### config.mk
export PLATFORM = sky130hd
export DESIGN_NAME = lin_hdr_rx
export DESIGN_NICKNAME = d
export VERILOG_FILES = /design/src/rtl/lin_hdr_pkg.sv /design/src/rtl/lin_rx_sync.sv /design/src/rtl/lin_brk_det.sv /design/src/rtl/lin_hdr_fsm.sv /design/src/rtl/lin_hdr_rx.sv
export SDC_FILE = /design/constraint.sdc
export NUM_CORES = 1
export LEC_CHECK = 0
export ABC_AREA = 0
export BUFFER_PORTS_ARGS = -buffer_cell sky130_fd_sc_hd__buf_2
export CAP_MARGIN = 10
export CORE_MARGIN = 2
export CORE_UTILIZATION = 55
export DETAILED_ROUTE_END_ITERATION = 8
export PLACE_DENSITY = 0.69
export SETUP_SLACK_MARGIN = 0.02
export SLEW_MARGIN = 20
export SYNTH_ARGS = -nofsm -noshare
export SYNTH_HDL_FRONTEND = slang
export SYNTH_SLANG_ARGS = --single-unit
### constraint.sdc
create_clock -name clk_i -period 5.7 [get_ports clk_i]
set_clock_uncertainty 0.2 [all_clocks]
set_input_delay 0.285 -clock clk_i [delete_from_list [all_inputs] [get_ports clk_i]]
set_output_delay 0.285 -clock clk_i [all_outputs]
set_load 0.05 [all_outputs]
### src/rtl/lin_hdr_pkg.sv
package lin_hdr_pkg;

    typedef enum logic [2:0] {
        LHR_IDLE  = 3'd0,   // waiting for a break, line ignored
        LHR_DELIM = 3'd1,   // break seen, waiting for the line to go recessive
        LHR_SWAIT = 3'd2,   // waiting for the sync start bit
        LHR_SYNC  = 3'd3,   // receiving and timing the sync byte
        LHR_IWAIT = 3'd4,   // waiting for the identifier start bit
        LHR_ID    = 3'd5    // receiving the identifier byte
    } lhr_state_e;

    typedef struct packed {
        logic brk;
        logic idok;
        logic sync_err;
        logic par_err;
        logic frm_err;
    } lhr_flags_t;

    localparam logic [7:0] LHR_SYNC_BYTE = 8'h55;
    localparam int         LHR_BRK_BITS  = 11;
    localparam int         LHR_SYNC_FALLS = 4;   // falling edges after the start bit

    // Expected identifier protection bits {bit7, bit6} for a 6-bit identifier
    function automatic logic [1:0] lhr_id_parity(input logic [5:0] f);
        logic [1:0] p;
        p[0] = f[0] ^ f[1] ^ f[2] ^ f[4];
        p[1] = ~(f[1] ^ f[3] ^ f[4] ^ f[5]);
        return p;
    endfunction

endpackage

### src/rtl/lin_rx_sync.sv
module lin_rx_sync #(
    parameter int STAGES = 2
) (
    input  logic clk_i,
    input  logic rst_ni,
    input  logic rxd_i,
    output logic rxd_s_o,
    output logic fall_o
);

    localparam int SW = (STAGES < 2) ? 2 : STAGES;

    typedef struct packed {
        logic [SW-1:0] pipe;
        logic          prev;
    } sync_t;

    sync_t sync_d, sync_q;

    always_comb begin
        sync_d      = sync_q;
        sync_d.pipe = {sync_q.pipe[SW-2:0], rxd_i};
        sync_d.prev = sync_q.pipe[SW-1];
    end

    always_ff @(posedge clk_i or negedge rst_ni) begin
        if (!rst_ni) sync_q <= '1;   // recessive line at reset
        else         sync_q <= sync_d;
    end

    assign rxd_s_o = sync_q.pipe[SW-1];
    assign fall_o  = sync_q.prev & ~sync_q.pipe[SW-1];

    // each falling edge is reported for exactly one cycle
    assert_fall_single_R10: assert property (@(posedge clk_i) disable iff (!rst_ni)
        fall_o |=> !fall_o);

endmodule

### src/rtl/lin_brk_det.sv
module lin_brk_det
    import lin_hdr_pkg::*;
#(
    parameter int PW = 8
) (
    input  logic          clk_i,
    input  logic          rst_ni,
    input  logic          rxd_s_i,
    input  logic [PW-1:0] per_i,
    output logic          brk_o
);

    localparam int MW = PW + 4;

    typedef struct packed {
        logic [MW-1:0] low_cnt;
    } det_t;

    det_t det_d, det_q;
    logic [MW-1:0] thr;
    logic [MW-1:0] cnt_inc;

    always_comb begin
        det_d   = det_q;
        thr     = MW'(per_i) * MW'(LHR_BRK_BITS);
        cnt_inc = det_q.low_cnt + MW'(1);
        if (rxd_s_i)
            det_d.low_cnt = '0;
        else if (det_q.low_cnt != '1)
            det_d.low_cnt = cnt_inc;
        brk_o = !rxd_s_i && (cnt_inc == thr);
    end

    always_ff @(posedge clk_i or negedge rst_ni) begin
        if (!rst_ni) det_q <= '0;
        else         det_q <= det_d;
    end

    // one break event per dominant run
    assert_single_break_R2: assert property (@(posedge clk_i) disable iff (!rst_ni)
        brk_o |=> !brk_o);

endmodule

### src/rtl/lin_hdr_fsm.sv
module lin_hdr_fsm
    import lin_hdr_pkg::*;
#(
    parameter int PW = 8
) (
    input  logic          clk_i,
    input  logic          rst_ni,
    input  logic          rxd_s_i,
    input  logic          fall_i,
    input  logic          brk_i,
    input  logic [PW-1:0] nom_per_i,
    input  logic          par_en_i,
    input  logic          clr_i,
    output lhr_flags_t    flags_o,
    output logic [7:0]    id_o,
    output logic [PW-1:0] per_o
);

    localparam int MW = PW + 4;
    localparam logic [3:0] STOP_IDX = 4'd9;

    typedef struct packed {
        lhr_state_e    st;
        logic [PW-1:0] tmr;
        logic [3:0]    idx;     // 0 start, 1..8 data, 9 stop
        logic [7:0]    shr;
        logic [2:0]    edg;
        logic          bad;
        logic [MW-1:0] meas;
        logic [MW-1:0] cap;
        logic [PW-1:0] per;
        logic          pvld;
        logic [7:0]    id;
        lhr_flags_t    flg;
    } fsm_t;

    fsm_t r_d, r_q;

    logic [PW-1:0] eff;
    logic [PW-1:0] half_m1;
    logic [PW-1:0] full_m1;
    logic          tick;
    logic          samp;
    logic [2:0]    edg_nx;
    logic [PW:0]   quot;

    always_comb begin
        r_d     = r_q;
        eff     = r_q.pvld ? r_q.per : nom_per_i;
        half_m1 = (eff >> 1) - PW'(1);
        full_m1 = eff - PW'(1);
        tick    = (r_q.tmr == '0);
        edg_nx  = r_q.edg + 3'd1;
        quot    = r_q.cap[MW-1:3];
        samp    = 1'b0;

        if (!tick) r_d.tmr = r_q.tmr - PW'(1);
        if (clr_i) r_d.flg = '0;

        if (brk_i) begin
            r_d.flg.brk = 1'b1;
            r_d.st      = LHR_DELIM;
        end else begin
            case (r_q.st)
                LHR_IDLE: ;
                LHR_DELIM: if (rxd_s_i) r_d.st = LHR_SWAIT;
                LHR_SWAIT: if (fall_i) begin
                    r_d.st   = LHR_SYNC;
                    r_d.tmr  = half_m1;
                    r_d.idx  = '0;
                    r_d.shr  = '0;
                    r_d.edg  = '0;
                    r_d.bad  = 1'b0;
                    r_d.meas = MW'(1);
                end
                LHR_SYNC: begin
                    if (r_q.meas != '1) r_d.meas = r_q.meas + MW'(1);
                    if (fall_i) begin
                        // realign: edge k opens data bit 2k-1
                        r_d.tmr = half_m1;
                        if (r_q.edg == 3'(LHR_SYNC_FALLS)) begin
                            r_d.bad = 1'b1;
                        end else begin
                            r_d.edg = edg_nx;
                            r_d.idx = {edg_nx, 1'b0};
                            if (edg_nx == 3'(LHR_SYNC_FALLS)) r_d.cap = r_q.meas;
                        end
                    end else begin
                        samp = tick;
                    end
                end
                LHR_IWAIT: if (fall_i) begin
                    r_d.st  = LHR_ID;
                    r_d.tmr = half_m1;
                    r_d.idx = '0;
                    r_d.shr = '0;
                end
                LHR_ID: samp = tick;
                default: r_d.st = LHR_IDLE;
            endcase

            if (samp) begin
                r_d.tmr = full_m1;
                r_d.idx = r_q.idx + 4'd1;
                if (r_q.idx == 4'd0) begin
                    if (rxd_s_i) r_d.st = (r_q.st == LHR_SYNC) ? LHR_SWAIT : LHR_IWAIT;
                end else if (r_q.idx < STOP_IDX) begin
                    r_d.shr[3'(r_q.idx - 4'd1)] = rxd_s_i;
                end else if (!rxd_s_i) begin
                    r_d.flg.frm_err = 1'b1;
                    r_d.st          = LHR_IDLE;
                end else if (r_q.st == LHR_SYNC) begin
                    if (r_q.shr != LHR_SYNC_BYTE || r_q.edg != 3'(LHR_SYNC_FALLS) || r_q.bad) begin
                        r_d.flg.sync_err = 1'b1;
                        r_d.st           = LHR_IDLE;
                    end else begin
                        r_d.per  = quot[PW] ? '1 : quot[PW-1:0];
                        r_d.pvld = 1'b1;
                        r_d.st   = LHR_IWAIT;
                    end
                end else begin
                    r_d.id       = r_q.shr;
                    r_d.flg.idok = 1'b1;
                    if (par_en_i && (r_q.shr[7:6] != lhr_id_parity(r_q.shr[5:0])))
                        r_d.flg.par_err = 1'b1;
                    r_d.st = LHR_IDLE;
                end
            end
        end
    end

    always_ff @(posedge clk_i or negedge rst_ni) begin
        if (!rst_ni) begin
            r_q     <= '0;
            r_q.st  <= LHR_IDLE;
        end else begin
            r_q <= r_d;
        end
    end

    assign flags_o = r_q.flg;
    assign id_o    = r_q.id;
    assign per_o   = r_q.pvld ? r_q.per : nom_per_i;

    // the stored period only changes at the end of a sync byte
    assert_per_after_sync_R5: assert property (@(posedge clk_i) disable iff (!rst_ni)
        !$stable(r_q.per) |-> $past(r_q.st) == LHR_SYNC);

    // the identifier flag rises only out of identifier reception
    assert_id_from_id_R6: assert property (@(posedge clk_i) disable iff (!rst_ni)
        $rose(r_q.flg.idok) |-> $past(r_q.st) == LHR_ID);

    // a sync error rises only out of sync reception
    assert_sync_err_from_sync_R4: assert property (@(posedge clk_i) disable iff (!rst_ni)
        $rose(r_q.flg.sync_err) |-> $past(r_q.st) == LHR_SYNC);

endmodule

### src/rtl/lin_hdr_rx.sv
module lin_hdr_rx
    import lin_hdr_pkg::*;
#(
    parameter int PW          = 8,
    parameter int SYNC_STAGES = 2
) (
    input  logic          clk_i,
    input  logic          rst_ni,
    input  logic          rxd_i,
    input  logic [PW-1:0] nom_period_i,
    input  logic          par_chk_en_i,
    input  logic          flag_clr_i,
    output logic          brk_flag_o,
    output logic          id_flag_o,
    output logic          sync_err_o,
    output logic          par_err_o,
    output logic          frame_err_o,
    output logic [7:0]    id_o,
    output logic [PW-1:0] period_o
);

    logic       rxd_s;
    logic       fall;
    logic       brk_pulse;
    lhr_flags_t flags;

    lin_rx_sync #(.STAGES(SYNC_STAGES)) u_sync (
        .clk_i   (clk_i),
        .rst_ni  (rst_ni),
        .rxd_i   (rxd_i),
        .rxd_s_o (rxd_s),
        .fall_o  (fall)
    );

    lin_brk_det #(.PW(PW)) u_brk (
        .clk_i   (clk_i),
        .rst_ni  (rst_ni),
        .rxd_s_i (rxd_s),
        .per_i   (period_o),
        .brk_o   (brk_pulse)
    );

    lin_hdr_fsm #(.PW(PW)) u_fsm (
        .clk_i     (clk_i),
        .rst_ni    (rst_ni),
        .rxd_s_i   (rxd_s),
        .fall_i    (fall),
        .brk_i     (brk_pulse),
        .nom_per_i (nom_period_i),
        .par_en_i  (par_chk_en_i),
        .clr_i     (flag_clr_i),
        .flags_o   (flags),
        .id_o      (id_o),
        .per_o     (period_o)
    );

    assign brk_flag_o  = flags.brk;
    assign id_flag_o   = flags.idok;
    assign sync_err_o  = flags.sync_err;
    assign par_err_o   = flags.par_err;
    assign frame_err_o = flags.frm_err;

    // a detected break always shows on the flag next cycle
    assert_break_sets_flag_R2: assert property (@(posedge clk_i) disable iff (!rst_ni)
        brk_pulse |=> brk_flag_o);

    // clearing without a new break leaves the break flag low
    assert_clear_break_R9: assert property (@(posedge clk_i) disable iff (!rst_ni)
        (flag_clr_i && !brk_pulse) |=> !brk_flag_o);

    // a parity error needs the enable and comes with an identifier
    assert_parity_gated_R7: assert property (@(posedge clk_i) disable iff (!rst_ni)
        $rose(par_err_o) |-> ($past(par_chk_en_i) && id_flag_o));

endmodule

; After elaboration in Yosys (flattened, before gate mapping)
; Index checks and enable logic that the tools add are counted.
[word_totals]
romBits = 0
reg_bits = 88
output_inout_bits = 21
input_bits = 13
wordCells = 150
ramBits = 0
latch_bits = 0
memories = 0
[op_classes]
multipliers = 1
n_reduce_logical = 21
magnitude_cmp = 3
n_bitwise = 15
eq_ne = 22
shift = 0
addsub = 8
muxes = 61
div = 0
[op_table]
columns = op, n
row1 = $mux W12, 8
row2 = $mux W17, 4
row3 = $mux W65, 1
row4 = $mux W8, 7
row5 = $mux W23, 2
row6 = $mux W39, 1
row7 = $pmux W12 S3, 1
row8 = $mux W3, 11
row9 = $pmux W16 S2, 1
row10 = $add A12 B1 Y12 const B, 2
row11 = $mux W4, 6
row12 = $ne A12 B12 Y1 const B, 2
row13 = $mux W9, 2
row14 = $pmux W8 S2, 1
row15 = $sub A8 B1 Y8 const B, 2
row16 = $reduce_and A5 Y1, 3
row17 = $eq A12 B12 Y1, 1
row18 = $eq A3 B3 Y1 const B, 4
row19 = $mul A8 B4 Y12 const B, 1
row20 = $pmux W3 S4, 1
row21 = $reduce_and A6 Y1, 2
row22 = $mux W1, 11
row23 = $ne A3 B3 Y1 const B, 3
row24 = $bwmux W8, 1
row25 = 31 further kinds, 53

; Depth between registers and ports, before layout
; Gate-level depths: netlist of run 1.
[depth]
word_depth = 13
depth_mapped = 18
ltp_nobuf = 14

; By module
; From an unflattened synthesis of run 1, not the netlist that was laid out.
[unflattened]
hier_cells = 592
hier_area_um2 = 5746.8
[by_module_without_submodules]
columns = mod, instances, seq_area_each_um2, area_per_inst_um2, cells_each
row1 = lin_hdr_fsm, 1, 1751.7, 4262.8, 442
row2 = lin_brk_det, 1, 300.3, 1391.3, 146
row3 = lin_rx_sync, 1, 78.8, 92.6, 4

; Worst setup path before layout of run 1
; Ideal clock, no wire load.
[synth_path]
path_type = flip-flop to flip-flop
from = register u_fsm.r_q[13] (netlist bit)
to = register u_fsm.r_q (netlist bit u_fsm.quot[0])
path_buffers = 2
arrival_ns = 4.426
required_ns = 5.375
stages_incl_launch_ff = 16
slack_ns = 0.949
setup_ns = 0.125
period_less_slack_ns = 4.751
cell_sequence = dfrtp_1 > buf_4 > mux2i_1 > inv_1 > ha_1 > fa_1 > ha_1 > and3_1 > a211oi_2 > o21ai_0 > a21oi_1 > mux2i_1 > a311oi_2 > buf_4 > nor3_4 > mux2_2
[synth_via]
elab_chain_len = 6
[synth_rtl]
columns = element, line
row1 = from (decl), lin_hdr_fsm.sv:37  ; fsm_t r_d, r_q;
row2 = from (signal assigned), lin_hdr_fsm.sv:137  ; r_q <= r_d;
row3 = $mux W8, lin_hdr_fsm.sv:143  ; assign per_o = r_q.pvld ? r_q.per : nom_per_i;
row4 = named net period_o[1], lin_hdr_rx.sv:19  ; output logic [PW-1:0] period_o
row5 = $mul A8 B4 Y12, lin_brk_det.sv:25  ; thr = MW'(per_i) * MW'(LHR_BRK_BITS);
row6 = $eq A12 B12 Y1, lin_brk_det.sv:31  ; brk_o = !rxd_s_i && (cnt_inc == thr);
row7 = $logic_and A1 B1 Y1, lin_brk_det.sv:31
row8 = $not A1 Y1 (no line), n/a
row9 = $reduce_and A5 Y1 (no line), n/a
; The timed path passes the listed nets, and every way through them passes these cells.
; A chain may end at the register's enable or synchronous reset.

; Worst setup path in the final report of run 1
[layout_path]
from = register u_fsm.r_q[13] (netlist bit)
to = register u_fsm.r_q (netlist bit u_fsm.quot[2])
[layout_via]
elab_chain_len = 6
[layout_rtl]
columns = element, line
row1 = $mux W8, lin_hdr_fsm.sv:143
row2 = $mul A8 B4 Y12, lin_brk_det.sv:25
row3 = $eq A12 B12 Y1, lin_brk_det.sv:31
row4 = $logic_and A1 B1 Y1, lin_brk_det.sv:31
row5 = $not A1 Y1 (no line), n/a
row6 = $reduce_and A5 Y1 (no line), n/a
; No other way between the ends.

==> run_results.csv, run 1 <==
group,metric,value,unit
cts,clk_latency,0.37,ns
cts,cts_root_buf,"clkbuf_8",
setup_path,cp_slowest_cell,"dfrtp_1",
synthesis,syn_area_per_cell,9.50,um^2
worst_hold_path,hold_path_class,"in2async",
cts,post_cts_buffers,0,
cts,cts_made_buffers,9,
detailed_routing,vias_per_cell,5.98,
power_and_ir_drop,p_per_area,334,nW/um^2
placed_design,io_buffers,33,
cts,clk_pin_slew,0.09,ns
power_and_ir_drop,leakage,2.68,nW
setup_path,path_cells,"mux2i_1 > inv_1 > ha_1 > fa_1 > ha_1 > and3_1 > a211oi_2 > o21ai_0 > a21oi_1 > mux2i_1 > a311oi_4 > nor3_4 > mux2_2",
detailed_routing,ant_nets,0,
sta,hold_violations,0,
cts,cts_max_path_buffers,2,
synthesis,synth.top_cell.area_share,36.5,%
setup_path,startpoint,"u_fsm.r_q[13]$_DFFE_PN0P_",
layout,drive_gt1_share,14.6,%
detailed_routing,num_vias,4488,
synthesis,synth_warnings,0,
synthesis,yosysTopAreaCell,"dfrtp_1",
sta,slew_headroom,30.5,%
global_routing,grt_pass1_wl,21.1,mm
floorplanning,pin_count,34,
setup_path,cp.depth,13,
synthesis,synthTopCellsByArea,"dfrtp_1 (36%), ha_1 (7.3%), xnor2_1 (5.0%)",
detailed_routing,post-route-drc-count,0,
synthesis,ys.flop_type,"dfrtp_1",
setup_path,end_kind,"register",
placed_design,dpl-instance-area,5820,um^2
floorplanning,fp-row-count,36,
setup_path,critical_path.top_delay_family,"multiplexers",
placed_design,gp_routability_congestion,0.901,
floorplanning,die_x,105,um
setup_path,rr_endpoint,"u_fsm.quot[2]$_DFFE_PN0P_",
synthesis,synth-edff-count,0,
layout,final_cell_area,6100,um^2
synthesis,syn-cell-area,5630,um^2
setup_path,crit_fanout,10,
detailed_routing,dr.pass1.iters,5,
sta,finalCritPeriodShare,93.3,%
cts,cts-resized-gates,0,
sta,setup_ws,0.379,ns
setup_path,critPathKind,"reg2reg",
setup_path,rr_worst_depth,13,
run_status,status,"finished clean",
setup_path,cp-start-kind,"register",
synthesis,yosysSeqAreaShare,37.9,%
setup_path,critPathArrivalTime,5.37,ns
synthesis,synth.distinct_cells,68,
synthesis,yosysMostFrequentCell,"dfrtp_1",
cts,htree_levels,3,
global_routing,grt_pass1_vias,4299,
synthesis,synthCells,592,
synthesis,synthArstFlopShare,100,%
run,max_cap_violations,0,
setup_path,ff2ff_setup_slack,0.38,ns
global_routing,grt_max_degree,57,
global_routing,grt_remaining_overflow,0,
synthesis,synth_commonest_cells,"dfrtp_1 (82), nor2_1 (50), nand2_1 (42)",
detailed_routing,wl_per_cell,16.6,um
placed_design,dp_hpwl,9.04,mm
setup_path,rr_startpoint,"u_fsm.r_q[13]$_DFFE_PN0P_",
setup_path,max_stage_delay,0.63,ns
sta,drv_slew,0,
floorplanning,die-area,11100,um^2
detailed_routing,drt_iter0_drc,366,
sta,worst_slew_pin_slew,1.04,ns
placed_design,place_ws,0.273,ns
global_routing,antenna_found_initial,0,
floorplanning,core-area,9860,um^2
sta,setup_violations,0,
synthesis,synthesis.nets,643,
setup_path,cp-endpoint,"u_fsm.quot[2]$_DFFE_PN0P_",
cts,cts_tree,"done",
layout,nFillCells,817,
layout,syn_to_final_growth,8.39,%
detailed_routing,wl,12.5,mm
layout,num_antenna_cells,0,
cts,cts.sinks,85,
layout,nets,664,
floorplanning,die_h,105,um
sta,fin_crit,5.32,ns
setup_path,crit_buf_inv,1,
setup_path,required,5.75,ns
power_and_ir_drop,irDropWorstVdd,0.221,mV
floorplanning,initial_core_util,57.0,%
synthesis,ys_ff_latch,85,
global_routing,grt_usage,23.7,%
sta,rsz0062_at_grt,"false",
sta,max_freq,188,MHz
sta,timing.setup.tns,0,ns
## per-stage QoR
| step | hold WS, ns | std cells | total power [W] | util, % |
|---|---|---|---|---|
| 5_1_grt | 0.166 | 751 | 0.00218 | 61.8 |
| 3_5_place_dp | 0.0250 | 730 | 0.00155 | 59.0 |
| 6_report | 0.155 | 751 | 0.00203 | 61.8 |
| 4_1_cts | 0.148 | 750 | 0.00204 | 61.7 |
| 2_1_floorplan | -0.211 | 592 | 0.00138 | - |
| 3_3_place_gp | 0.0240 | 730 | 0.00153 | 59.0 |
## per-layer routing
metal  vias up  wire length [um]  GRT usage (%)
met2       124              5910           37.2
met4         0               144           6.95
met3        15               601           5.36
li1       2160                 -              -
met5         -                 0              0
met1      2189              5820           32.7
## flip-flops by register name, indices dropped and copies added, names as in the netlist
signal          flops
u_sync.sync_d       1
u_sync.rxd_s_o      1
u_fsm.id_o          8
u_fsm.flags_o       5
u_fsm.quot          9
u_fsm.r_q          48
u_sync.sync_q       1
u_brk.det_q        12
## timing repair
action	CTS	global route
hold buffers	4	0
endpoints found under the setup margin	0	2
endpoints found under the hold margin	32	0
## worst min-delay path by stage
stage / end / slack [ns] / depth (start not counted)
floorplan: u_brk.det_q[0]$_DFFE_PN0P_ / -0.21 / 0
global placement: u_fsm.r_q[36]$_DFFE_PN0P_ / 0.02 / 1
detailed placement: u_fsm.r_q[37]$_DFFE_PN0P_ / 0.03 / 1
CTS: u_fsm.r_q[36]$_DFFE_PN0P_ / 0.15 / 2
global route: u_fsm.r_q[36]$_DFFE_PN0P_ / 0.17 / 2
finish: u_fsm.r_q[36]$_DFFE_PN0P_ / 0.16 / 2
## cell families after synthesis
kind of cell,synth area share [%]
AOI/OAI and AO/OA,15.9
adders and majority gates,9.12
and+or+nand+nor,18.4
DFF,37.9
muxes,5.43
xor gates and xnor gates,8.21
buffers and inverters,5.12
## final cells by class
cell class	count	area, um^2	share of cell area (%)
multi-input cells	448	3230	53.0
flip-flops and latches	85	2130	34.9
repair buffers	41	238	3.90
well taps	133	166	2.73
clock buffers	10	138	2.26
inverters	28	105	1.72
clock inverters	6	86.3	1.42
## power breakdown
group          internal, W  switching [W]  total [W]
Sequential        0.000714       0.000150   0.000864
Clock             0.000258       0.000222   0.000479
Combinational     0.000319       0.000373   0.000692
Total              0.00129       0.000745    0.00203
## cells in the final DEF (no fill, tap or decap), types with 4 or more instances in the layout
master / n
fa_1: 5
and3_1: 9
xor2_1: 13
dlygate4sd3_1: 4
dfrtp_1: 82
and2_1: 4
o22a_1: 5
clkbuf_8: 10
mux2i_1: 8
buf_2: 32
nor2b_1: 5
o22ai_1: 9
nand3_1: 23
nor2_1: 50
nand3b_1: 4
xnor2_1: 32
a21oi_1: 35
o31ai_1: 5
nor3_1: 11
nand4_1: 7
mux2_2: 18
or3_1: 6
or4_1: 6
nand2_1: 42
or2_2: 5
o21ai_0: 38
nand2b_1: 6
buf_4: 5
ha_1: 33
inv_1: 28
o211ai_1: 4
a22oi_1: 5
o21a_1: 11
Power figures use the tool's default switching activity.
==> inputs of run 2 (changes only) <==
CTS_CLUSTER_SIZE = 20   (was unset)
PLACE_DENSITY = 0.77   (was 0.69)
REMOVE_ABC_BUFFERS = 1   (was unset)
==> run 2 against run 1 <==
Effect of this change: routed wire length decreased by 3.6%; clock power decreased by 10%; count of clock-buffer cells in the layout increased by 1; register-to-register slack improved by 0.13 ns; sequential power about the same; global-route usage decreased by 1.1 points; flip-flop and latch count unchanged; sequential share of layout area increased by 0.22 points; critical endpoint is now u_fsm.quot[8]$_DFFE_PN0P_; largest cell class unchanged; largest power group unchanged.
==> run_results.csv, run 2 (synthesis results as in run 1) <==
group,metric,value,unit
detailed_routing,drt_iter0_drc,350,
cts,cts.sinks,85,
power_and_ir_drop,leakage,2.66,nW
layout,nets,661,
placed_design,gp_routability_congestion,0.914,
placed_design,dp_hpwl,8.75,mm
power_and_ir_drop,p_comb_share,34.9,%
layout,syn_to_final_growth,7.70,%
layout,final_cells,747,
layout,num_antenna_cells,0,
cts,htree_levels,3,
detailed_routing,num_vias,4405,
layout,multi_input_area,3220,um^2
layout,drive_gt1_share,14.0,%
detailed_routing,vias_per_cell,5.90,
layout,final_common_cell,"dfrtp_1",
setup_path,crit_fanout,57,
global_routing,antenna_found_initial,0,
sta,hold_slack,0.168,ns
setup_path,cp-start-kind,"register",
power_and_ir_drop,p_per_area,328,nW/um^2
floorplanning,die-area,11100,um^2
global_routing,grt_usage,22.6,%
layout,final_cell_area,6060,um^2
sta,worst_slew_pin_slew,1.00,ns
detailed_routing,ant_nets,0,
sta,setup_violations,0,
layout,largest_reg_flops,48,
layout,fin_util,61.4,%
floorplanning,core-area,9860,um^2
detailed_routing,post-route-drc-count,0,
global_routing,grt_max_degree,86,
sta,slew_headroom,33.1,%
global_routing,grt_remaining_overflow,0,
global_routing,grt_pass1_vias,4221,
layout,final-seq-area,2130,um^2
placed_design,placed_cells,728,
floorplanning,die_x,105,um
floorplanning,pin_count,34,
setup_path,end_kind,"register",
placed_design,io_buffers,33,
setup_path,critPathArrivalTime,5.24,ns
cts,post_cts_buffers,0,
sta,fin_crit,5.19,ns
power_and_ir_drop,irDropWorstVdd,0.194,mV
cts,cts_made_buffers,9,
setup_path,required,5.75,ns
detailed_routing,dr.pass1.iters,5,
floorplanning,initial_core_util,57.0,%
cts,cts-resized-gates,0,
cts,cts_max_path_buffers,2,
floorplanning,die_h,105,um
setup_path,critPathKind,"reg2reg",
global_routing,grt_pass1_wl,20.2,mm
power_and_ir_drop,p_switching,0.000732,W
cts,clk_latency,0.36,ns
placed_design,dpl-instance-area,5820,um^2
sta,max_freq,193,MHz
detailed_routing,wl_per_cell,16.1,um
layout,nFillCells,807,
floorplanning,fp-row-count,36,
sta,drv_slew,0,
detailed_routing,wl,12.0,mm
sta,rsz0062_at_grt,"false",
run_status,status,"finished clean",
layout,mostFrequentLayoutCells,"dfrtp_1 (82), nor2_1 (50), nand2_1 (42), o21ai_0 (38), a21oi_1 (35)",
sta,finalCritPeriodShare,91.1,%
cts,cts_root_buf,"clkbuf_8",
worst_hold_path,hold_path_class,"reg2reg",
run,max_cap_violations,0,
power_and_ir_drop,power_frac_seq,43.4,%
cts,cts_tree,"done",
power_and_ir_drop,power.internal,0.00125,W
layout,largest-register,"u_fsm.r_q",
cts,clk_pin_slew,0.08,ns
sta,hold_violations,0,
power_and_ir_drop,swShare,36.9,%
power_and_ir_drop,clkPwrFrac,21.7,%
==> run 2: metrics by stage <==
| stage | setup slack (ns) | setup TNS, ns | power, W |
|---|---|---|---|
| 6_report | 0.509 | 0 | 0.00199 |
| 5_1_grt | 0.276 | 0 | 0.00213 |
| 4_1_cts | 0.538 | 0 | 0.00200 |
| 3_5_place_dp | 0.548 | 0 | 0.00155 |
| 3_3_place_gp | 0.795 | 0 | 0.00151 |
| 2_1_floorplan | -0.542 | -13.91 | 0.00137 |
==> run 2: timing repair <==
action,in CTS,in global routing
endpoints found under the hold margin,85,0
hold buffers,4,0
endpoints found under the setup margin,0,0
==> run 2: per-layer routing <==
metal | track usage, % | up-vias | part of all wire [%]
met5 | 0 | - | 0
met3 | 3.68 | 12 | 3.6
met2 | 36.2 | 90 | 48
met4 | 7.33 | 0 | 1.6
li1 | - | 2149 | -
met1 | 31.4 | 2154 | 47
==> run 2: final cells by class <==
cell class	count	area share (%)
tap	133	2.75
clock inverter	4	0.785
clock buffer	11	2.50
inverter	28	1.73
sequential	85	35.2
timing repair buffer	39	3.94
multi-input combinational	447	53.1
==> run 2: path summary, 6_finish.rpt <==
check / start / to / slack, ns / cells past startpoint
hold / removal: u_sync.sync_d[2]$_DFF_PN1_ / u_sync.rxd_s_o$_DFF_PN1_ / 0.17 / 0
hold reg to reg: u_sync.sync_d[2]$_DFF_PN1_ / u_sync.rxd_s_o$_DFF_PN1_ / 0.17 / 0
setup / recovery: u_fsm.r_q[13]$_DFFE_PN0P_ / u_fsm.quot[8]$_DFFE_PN0P_ / 0.51 / 14
min in group asynchronous: rst_ni / u_fsm.r_q[71]$_DFF_PN0_ / 0.34 / 2
max in group asynchronous: rst_ni / u_brk.det_q[10]$_DFFE_PN0P_ / 4.45 / 2
setup reg to reg: u_fsm.r_q[13]$_DFFE_PN0P_ / u_fsm.quot[8]$_DFFE_PN0P_ / 0.51 / 14
==> run 2: worst max-delay path, stage by stage, from the launching register on <==
cell,delay [ns]
dfrtp_1,0.64
mux2i_1,0.48
inv_1,0.20
ha_1,0.35
fa_1,0.47
ha_1,0.38
and3_1,0.18
a211oi_2,0.28
o21ai_0,0.19
a21oi_1,0.21
mux2i_1,0.30
a311oi_4,0.15
buf_12,0.21
nor3_4,0.43
mux2_2,0.39
==> run 2: power by group through the flow <==
stage,logic [W],clock network (W),registers (W)
2_1_floorplan,0.000545,0,0.000824
3_3_place_gp,0.000651,0,0.000860
3_5_place_dp,0.000685,0,0.000868
4_1_cts,0.000694,0.000443,0.000859
5_1_grt,0.000782,0.000467,0.000880
6_report,0.000693,0.000431,0.000861
==> inputs of run 3 (changes only) <==
CORE_UTILIZATION = 30   (was 55)
PLACE_DENSITY = 0.49   (was 0.77)
==> run 3 against run 2 <==
Effect of this change: via count shrank 1.7%; die area grew 80%; sequential power shrank 2%; sequential share of layout area shrank 1.5 points; first-iteration DRC count grew 1.7%; non-clock buffer count grew 5; highest routed layer unchanged; largest cell class unchanged; cell area grew 4.5%; hold slack lost 0.060 ns; register-to-register slack is essentially flat; critical path type unchanged.
==> run_results.csv, run 3 (synthesis results as in run 1) <==
group,metric,value,unit
layout,mostFrequentLayoutCells,"dfrtp_1 (82), nor2_1 (50), nand2_1 (42), o21ai_0 (38), a21oi_1 (35)",
floorplanning,pin_count,34,
setup_path,required,5.72,ns
sta,hold_slack,0.108,ns
layout,num_antenna_cells,0,
floorplanning,core-area,18600,um^2
layout,nFillCells,1876,
power_and_ir_drop,p_switching,0.000753,W
setup_path,cp-start-kind,"register",
layout,nets,666,
setup_path,crit_buf_inv,2,
sta,setup_violations,0,
setup_path,end_kind,"register",
global_routing,grt_max_degree,77,
global_routing,antenna_found_initial,0,
cts,htree_levels,3,
power_and_ir_drop,clkPwrFrac,29.2,%
setup_path,path_cells,"mux2i_1 > inv_1 > ha_1 > fa_1 > ha_1 > nor2b_1 > o2111ai_1 > nand3b_1 > xnor3_1 > nand4b_1 > a311oi_4 > buf_4 > a21oi_1 > o32a_1",
sta,fin_crit,5.18,ns
cts,cts_max_path_buffers,2,
sta,drv_slew,0,
power_and_ir_drop,swShare,34.3,%
setup_path,critical_path.top_delay_family,"compound AO/OA/AOI/OAI gates",
detailed_routing,wl_per_cell,15.1,um
sta,slew_headroom,36.0,%
layout,final_common_cell,"dfrtp_1",
floorplanning,fp-row-count,50,
power_and_ir_drop,power.internal,0.00144,W
sta,max_freq,193,MHz
sta,worst_slew_pin_slew,0.959,ns
global_routing,grt_remaining_overflow,0,
cts,post_cts_buffers,0,
global_routing,grt_pass1_vias,4307,
setup_path,cp_slowest_cell,"dfrtp_1",
detailed_routing,drt_iter0_drc,356,
power_and_ir_drop,irDropWorstVdd,0.155,mV
setup_path,critPathKind,"reg2reg",
detailed_routing,ant_nets,0,
power_and_ir_drop,finalPower,0.00219,W
detailed_routing,num_vias,4330,
floorplanning,initial_core_util,30.3,%
power_and_ir_drop,p_comb_share,32.2,%
cts,cts-resized-gates,0,
detailed_routing,vias_per_cell,5.07,
sta,timing.setup.tns,0,ns
placed_design,io_buffers,33,
placed_design,dp_hpwl,9.44,mm
global_routing,grt_pass1_wl,21.8,mm
cts,cts_made_buffers,9,
run_status,status,"finished clean",
placed_design,gp_routability_congestion,0.856,
worst_hold_path,hold_path_class,"in2async",
layout,largest-register,"u_fsm.r_q",
detailed_routing,post-route-drc-count,0,
setup_path,crit_fanout,26,
run,max_cap_violations,0,
cts,cts.sinks,85,
cts,clk_latency,0.34,ns
setup_path,critPathArrivalTime,5.20,ns
cts,cts_root_buf,"clkbuf_16",
detailed_routing,dr.pass1.iters,5,
layout,largest_reg_flops,48,
layout,drive_gt1_share,14.7,%
sta,finalCritPeriodShare,90.9,%
power_and_ir_drop,leakage,2.74,nW
setup_path,cp_common_cell,"ha_1",
cts,clk_pin_slew,0.06,ns
sta,rsz0062_at_grt,"false",
detailed_routing,wl,12.9,mm
power_and_ir_drop,power_frac_seq,38.6,%
power_and_ir_drop,p_per_area,346,nW/um^2
floorplanning,die_h,141,um
setup_path,max_stage_delay,0.63,ns
sta,hold_violations,0,
layout,syn_to_final_growth,12.6,%
floorplanning,die-area,19900,um^2
floorplanning,die_x,141,um
global_routing,grt_usage,13.6,%
cts,cts_tree,"done",
==> run 3: cell count changes in the layout (fill, tap and decap cells not counted) <==
cell        change
buf_12          -1
buf_6           -1
buf_4           +7
clkbuf_8        -9
clkinvlp_4      -1
clkbuf_16       +9
bufinv_16       +1
clkbuf_1        +1
==> run 3: worst register-to-register path: cells and delay by family, from the launching register on <==
family,cells,cell delay (ns)
AO/OA/AOI/OAI,4,1.24
adder cells (fa/ha/maj),3,1.16
flip-flops,1,0.63
buffers and inverters,2,0.58
AND/OR/NAND/NOR,3,0.53
multiplexers,1,0.39
XOR/XNOR,1,0.35
==> run 3: per-layer routing <==
| metal | GRT usage, % | wire [um] | up-vias |
|---|---|---|---|
| li1 | - | - | 2158 |
| met1 | 19.2 | 6550 | 2075 |
| met2 | 20.7 | 5670 | 86 |
| met3 | 2.68 | 442 | 11 |
| met4 | 4.79 | 215 | 0 |
| met5 | 0 | 0 | - |
==> run 3: final timing paths <==
path,start,end,slack (ns),depth (start not counted)
worst max-delay path,u_fsm.r_q[13]$_DFFE_PN0P_,u_fsm.r_q[69]$_DFF_PN0_,0.52,14
worst min-delay path,rst_ni,u_fsm.r_q[14]$_DFFE_PN0P_,0.11,2
worst max register to register,u_fsm.r_q[13]$_DFFE_PN0P_,u_fsm.r_q[69]$_DFF_PN0_,0.52,14
worst min register to register,u_sync.sync_d[2]$_DFF_PN1_,u_sync.rxd_s_o$_DFF_PN1_,0.15,0
max in group asynchronous,rst_ni,u_fsm.id_o[3]$_DFFE_PN0P_,4.03,3
min in group clk_i,u_sync.sync_d[2]$_DFF_PN1_,u_sync.rxd_s_o$_DFF_PN1_,0.15,0
==> run 3: repair_timing <==
action / in CTS / in global routing
hold endpoints to repair: 12 / 0
hold buffers: 4 / 0
setup endpoints to repair: 0 / 0
==> run 3: power by group through the flow <==
| stage | sequential [W] | combinational (W) | clock [W] |
|---|---|---|---|
| after floorplan | 0.000824 | 0.000545 | 0 |
| after global placement | 0.000853 | 0.000693 | 0 |
| final | 0.000848 | 0.000706 | 0.000640 |
| after CTS | 0.000846 | 0.000711 | 0.000664 |
| after detailed placement | 0.000856 | 0.000703 | 0 |
| after global routing | 0.000869 | 0.000800 | 0.000693 |
==> run 3: final cells by class <==
type,count,area (um^2),share of cell area [%]
Clock buffer,12,256,4.05
Tap cell,234,293,4.62
Inverter,28,105,1.66
Timing Repair Buffer,44,260,4.11
Sequential cell,85,2130,33.6
Multi-Input combinational cell,447,3220,50.8
Clock inverter,4,70.1,1.11
==> run 3: metrics by stage <==
| stage | util (%) | instance area (um^2) | cells | worst slack (ns) |
|---|---|---|---|---|
| global placement | 32.1 | 5970 | 834 | 0.700 |
| finish | 34.1 | 6330 | 854 | 0.517 |
| CTS | 34.1 | 6330 | 854 | 0.483 |
| floorplan | - | 5440 | 560 | -0.542 |
| detailed placement | 32.1 | 5970 | 834 | 0.507 |
| global route | 34.1 | 6330 | 854 | 0.146 |
